`src/rtl/tusel_pkg.sv`:
```
package tusel_pkg;

  typedef enum logic [1:0] {
    WK_NONE   = 2'd0,
    WK_OPEN   = 2'd1,
    WK_COMMIT = 2'd2,
    WK_PLAIN  = 2'd3
  } wr_kind_e;

  // Sort one bus write by the guard bit it carries and the window state.
  function automatic wr_kind_e classify_write(logic wr, logic guard_bit, logic window_open);
    if (!wr)                       return WK_NONE;
    if (guard_bit && !window_open) return WK_OPEN;
    if (!guard_bit && window_open) return WK_COMMIT;
    return WK_PLAIN;
  endfunction

  // Width needed to count 0..limit.
  function automatic int count_width(int limit);
    return (limit < 2) ? 1 : $clog2(limit + 1);
  endfunction

endpackage

```
`src/rtl/tusel_decode.sv`:
```
module tusel_decode
  import tusel_pkg::*;
(
  input  logic wr_en,
  input  logic guard_bit,
  input  logic sel_bit,
  input  logic window_open,
  output logic open_ev,
  output logic commit_ev,
  output logic sel_value
);

  wr_kind_e kind;

  always_comb begin
    kind      = classify_write(wr_en, guard_bit, window_open);
    open_ev   = (kind == WK_OPEN);
    commit_ev = (kind == WK_COMMIT);
    sel_value = sel_bit;
  end

endmodule

```
`src/rtl/tusel_window.sv`:
```
module tusel_window
  import tusel_pkg::*;
#(
  parameter int WINDOW = 4
) (
  input  logic clk,
  input  logic rst_n,
  input  logic open_ev,
  input  logic commit_ev,
  output logic window_open,
  output logic expire_ev
);

  localparam int CNT_W = count_width(WINDOW);
  localparam logic [CNT_W-1:0] LOAD_VAL = CNT_W'(WINDOW);
  localparam logic [CNT_W-1:0] ONE_VAL  = CNT_W'(1);

  logic [CNT_W-1:0] cnt_q;

  always_ff @(posedge clk or negedge rst_n) begin
    if (!rst_n) begin
      cnt_q <= '0;
    end else if (open_ev) begin
      cnt_q <= LOAD_VAL;
    end else if (commit_ev) begin
      cnt_q <= '0;
    end else if (cnt_q != '0) begin
      cnt_q <= cnt_q - ONE_VAL;
    end
  end

  assign window_open = (cnt_q != '0);
  assign expire_ev   = (cnt_q == ONE_VAL) && !commit_ev;

endmodule

```
`src/rtl/tusel_tail.sv`:
```
module tusel_tail (
  input  logic clk,
  input  logic rst_n,
  input  logic commit_ev,
  input  logic retire,
  output logic tail_q
);

  // Set by a commit; cleared by the first retire after the commit cycle.
  always_ff @(posedge clk or negedge rst_n) begin
    if (!rst_n) begin
      tail_q <= 1'b0;
    end else if (commit_ev) begin
      tail_q <= 1'b1;
    end else if (tail_q && retire) begin
      tail_q <= 1'b0;
    end
  end

endmodule

```
`src/rtl/tusel_store.sv`:
```
module tusel_store #(
  parameter int DATA_W  = 8,
  parameter int SEL_BIT = 1,
  parameter int CEN_BIT = 0
) (
  input  logic              clk,
  input  logic              rst_n,
  input  logic              wr_en,
  input  logic [DATA_W-1:0] wr_data,
  input  logic              commit_ev,
  input  logic              sel_value,
  input  logic              window_open,
  output logic [DATA_W-1:0] reg_q,
  output logic              vec_sel
);

  logic sel_q;

  always_ff @(posedge clk or negedge rst_n) begin
    if (!rst_n) sel_q <= 1'b0;
    else if (commit_ev) sel_q <= sel_value;
  end

  assign vec_sel = sel_q;

  for (genvar i = 0; i < DATA_W; i++) begin : g_bit
    if (i == SEL_BIT) begin : g_sel
      assign reg_q[i] = sel_q;
    end else if (i == CEN_BIT) begin : g_cen
      assign reg_q[i] = window_open;
    end else begin : g_plain
      logic bit_q;
      always_ff @(posedge clk or negedge rst_n) begin
        if (!rst_n) bit_q <= 1'b0;
        else if (wr_en) bit_q <= wr_data[i];
      end
      assign reg_q[i] = bit_q;
    end
  end

endmodule

```
`src/rtl/tusel_ctrl_reg.sv`:
```
module tusel_ctrl_reg #(
  parameter int DATA_W  = 8,
  parameter int SEL_BIT = 1,
  parameter int CEN_BIT = 0,
  parameter int WINDOW  = 4
) (
  input  logic              clk,
  input  logic              rst_n,
  input  logic              wr_en,
  input  logic [DATA_W-1:0] wr_data,
  input  logic              retire,
  output logic [DATA_W-1:0] reg_q,
  output logic              vec_sel,
  output logic              irq_block
);

  // Internal events, named so the checker can observe them.
  logic open_ev;
  logic commit_ev;
  logic expire_ev;
  logic window_open;
  logic tail_q;
  logic sel_value;

  tusel_decode u_decode (
    .wr_en      (wr_en),
    .guard_bit  (wr_data[CEN_BIT]),
    .sel_bit    (wr_data[SEL_BIT]),
    .window_open(window_open),
    .open_ev    (open_ev),
    .commit_ev  (commit_ev),
    .sel_value  (sel_value)
  );

  tusel_window #(.WINDOW(WINDOW)) u_window (
    .clk        (clk),
    .rst_n      (rst_n),
    .open_ev    (open_ev),
    .commit_ev  (commit_ev),
    .window_open(window_open),
    .expire_ev  (expire_ev)
  );

  tusel_tail u_tail (
    .clk      (clk),
    .rst_n    (rst_n),
    .commit_ev(commit_ev),
    .retire   (retire),
    .tail_q   (tail_q)
  );

  tusel_store #(.DATA_W(DATA_W), .SEL_BIT(SEL_BIT), .CEN_BIT(CEN_BIT)) u_store (
    .clk        (clk),
    .rst_n      (rst_n),
    .wr_en      (wr_en),
    .wr_data    (wr_data),
    .commit_ev  (commit_ev),
    .sel_value  (sel_value),
    .window_open(window_open),
    .reg_q      (reg_q),
    .vec_sel    (vec_sel)
  );

  assign irq_block = open_ev | window_open | tail_q;

endmodule

```
`config.mk`:
```
export PLATFORM = sky130hd
export DESIGN_NAME = tusel_ctrl_reg
export DESIGN_NICKNAME = d
export VERILOG_FILES = /design/src/rtl/tusel_pkg.sv /design/src/rtl/tusel_decode.sv /design/src/rtl/tusel_window.sv /design/src/rtl/tusel_tail.sv /design/src/rtl/tusel_store.sv /design/src/rtl/tusel_ctrl_reg.sv
export SDC_FILE = /design/constraint.sdc
export NUM_CORES = 1
export LEC_CHECK = 0
export ABC_CLOCK_PERIOD_IN_PS = 6100
export CORE_MARGIN = 4
export CORE_UTILIZATION = 45
export CTS_CLUSTER_DIAMETER = 50
export DETAILED_ROUTE_END_ITERATION = 12
export GPL_ROUTABILITY_DRIVEN = 0
export HOLD_SLACK_MARGIN = 0.02
export PLACE_DENSITY = 0.77
export SYNTH_ARGS = -nofsm -noshare
export SYNTH_HDL_FRONTEND = slang
export SYNTH_HIERARCHICAL = 1
export SYNTH_SLANG_ARGS = --single-unit
export TNS_END_PERCENT = 1
```
`constraint.sdc`:
```
create_clock -name clk -period 6.1 [get_ports clk]
set_input_delay 1.83 -clock clk [delete_from_list [all_inputs] [get_ports clk]]
set_output_delay 1.83 -clock clk [all_outputs]
set_load 0.01 [all_outputs]
```
==> results of run 1 <==
-- layer usage --
layer	share of wire (%)	routed length (um)
met1	40	441
met2	54	589
met3	3.8	42
met4	1.7	19
met5	0	0
-- report_power, final --
group          switching (mW)  internal [mW]  leakage, nW
clock network          0.0267         0.0243       0.0177
logic                  0.0569         0.0854        0.226
registers              0.0121         0.0927        0.130
-- worst max path at each step --
stage / start / endpoint / slack [ns] / cells past startpoint
floorplan: wr_en / irq_block / 1.83 / 2
global placement: wr_en / irq_block / 0.80 / 5
detailed placement: wr_en / irq_block / 0.77 / 5
CTS: wr_en / irq_block / 0.77 / 5
global route: wr_en / irq_block / 0.71 / 5
finish: wr_en / irq_block / 0.78 / 5
-- flip-flops by register name, summed over array words and instances (netlist names) --
register                     count
u_store/g_bit.g_plain.bit_q      6
u_tail/tail_q                    1
u_window/cnt_q                   3
u_store/vec_sel                  1
-- cell type report --
cell class | instances | share of cell area, %
Sequential cell | 11 | 34.7
Clock buffer | 3 | 2.84
Tap cell | 14 | 2.21
Inverter | 6 | 2.84
Timing Repair Buffer | 22 | 27.4
Clock inverter | 1 | 0.631
Multi-Input combinational cell | 20 | 29.3
==> flow_metrics.py, run 1 <==
metrics = {
    "timing": {
        "setup_tns_ns": 0,
        "setup_ws_ns": 0.783,
        "slew_headroom_pct": 66.5,
        "rsz0062_at_grt": "no",
        "drv_slew": 0,
        "fin_hold_ws_ns": 0.474,
        "period_needed_ns": 5.32,
        "max_freq_mhz": 188,
        "skew_ns": 0.000227,
        "setup_viol": 0,
        "worst_pin_slew_ns": 0.501,
        "post-route-period-util_pct": 87.2,
        "hold_viol": 0,
    },
    "setup_path": {
        "timing.rr.end": "u_store/vec_sel$_DFFE_PN0P_",
        "crit_top_cell": "clkdlybuf4s50_1",
        "criticalPathCategory": "in2out",
        "rr_startpoint": "u_window/cnt_q[1]$_DFFE_PN0P_",
        "reg2reg_depth": 6,
        "rrSetupSlack_ns": 4.24,
        "required_ns": 4.27,
        "cp-end-kind": "output pin",
        "crit_family": "buffers and inverters",
        "cp-start-kind": "input pin",
        "critPathBufInv": 3,
        "worstPathCellList": "clkdlybuf4s50_1, buf_4, and3b_1, or3_1, clkdlybuf4s50_1",
        "arrival_ns": 3.49,
        "cpPeakStageDelay_ns": 0.49,
        "crit_fanout": 8,
        "slowest_stage": "clkdlybuf4s50_1",
    },
    "clock_tree": {
        "cts_tree": "yes",
        "path_clk_slew_ns": 0.07,
        "clock_sinks": 11,
        "post-cts-setup-buffer-count": 0,
        "clk_latency_ns": 0.27,
        "cts_hold_buf": 0,
        "ctsResizeCount": 0,
        "cts_buffer_depth": 2,
        "numCtsBuffers": 3,
        "cts.htree.levels": 1,
        "cts-root-buf": "clkbuf_4",
    },
    "grt": {
        "grt_pass1_wl_um": 1850,
        "grt_overflow": 0,
        "grtUsageMet2_pct": 21.8,
        "antenna_found_initial": 0,
        "track_usage_pct": 13.7,
        "grt_max_degree": 12,
        "met3_usage_pct": 3.59,
        "grt_pass1_vias": 417,
        "busiest_layer": "met2",
        "grtUsageMet1_pct": 15.5,
    },
    "drt": {
        "vias": 360,
        "wl_um": 1090,
        "drtIter0Drc": 2,
        "drtPass1Iterations": 2,
        "avgViaCountPerCell": 4.68,
        "wl_per_cell_um": 14.2,
        "antenna_left": 0,
        "drcViolationCount": 0,
    },
    "place": {
        "pre_cts_slack_ns": 0.774,
        "place_inst": 73,
        "placed_cell_area_sq_um": 766,
        "place_hpwl_um": 855,
        "port-buffer-count": 21,
    },
    "hold_path": {
        "hold_depth": 1,
        "min_from": "u_tail/tail_q$_DFFE_PN0P_",
        "hold_class": "reg2reg",
        "hold_end": "u_tail/tail_q$_DFFE_PN0P_",
    },
    "layout": {
        "syn2layout_area_growth_pct": 30.2,
        "drive_gt1_share_pct": 22.2,
        "fin_util_pct": 66.9,
        "diodes": 0,
        "final_nets": 78,
        "mostFrequentLayoutCells": "21 x clkdlybuf4s50_1, 11 x dfrtp_1, 6 x mux2_4, 6 x inv_1, 3 x clkbuf_4",
        "fin_cells": 77,
        "fillCellCount": 91,
        "seqCellArea_sq_um": 275,
        "multi_input_area_sq_um": 233,
        "layout_commonest_cell": "clkdlybuf4s50_1",
        "stdcell_area_sq_um": 793,
    },
    "synth": {
        "synthesis.area_sq_um": 609,
        "syn_avg_cell_area_sq_um": 13.0,
        "synth_fp_nets": 61,
        "synthCells": 47,
        "ys_warn_count": 6,
    },
    "die": {
        "start_util_pct": 51.4,
        "die_area_sq_um": 2010,
        "fp.dieH_um": 44.8,
        "io_pins": 22,
        "core_sq_um": 1190,
        "fp.dieW_um": 44.8,
        "core.rowCount": 12,
    },
    "outcome": {
        "status": "complete, no violations",
    },
    "power": {
        "pwr_density_cell_nw_per_um2": 376,
        "vdd_drop_max_mv": 0.230,
        "p_total_mw": 0.298,
        "power_leakage_nw": 0.374,
    },
    "run": {
        "max_cap_violations": 0,
    },
}
(Power assumes the default switching activity.)
==> run 2: changes to the inputs <==
--- a/config.mk
+++ b/config.mk
@@ -10,9 +10,9 @@
 export CORE_UTILIZATION = 45
 export CTS_CLUSTER_DIAMETER = 50
 export DETAILED_ROUTE_END_ITERATION = 12
-export GPL_ROUTABILITY_DRIVEN = 0
 export HOLD_SLACK_MARGIN = 0.02
 export PLACE_DENSITY = 0.77
+export SLEW_MARGIN = 20
 export SYNTH_ARGS = -nofsm -noshare
 export SYNTH_HDL_FRONTEND = slang
 export SYNTH_HIERARCHICAL = 1
==> results of run 2 <==
Final layout, timing and power as in run 1 (identical DEF).
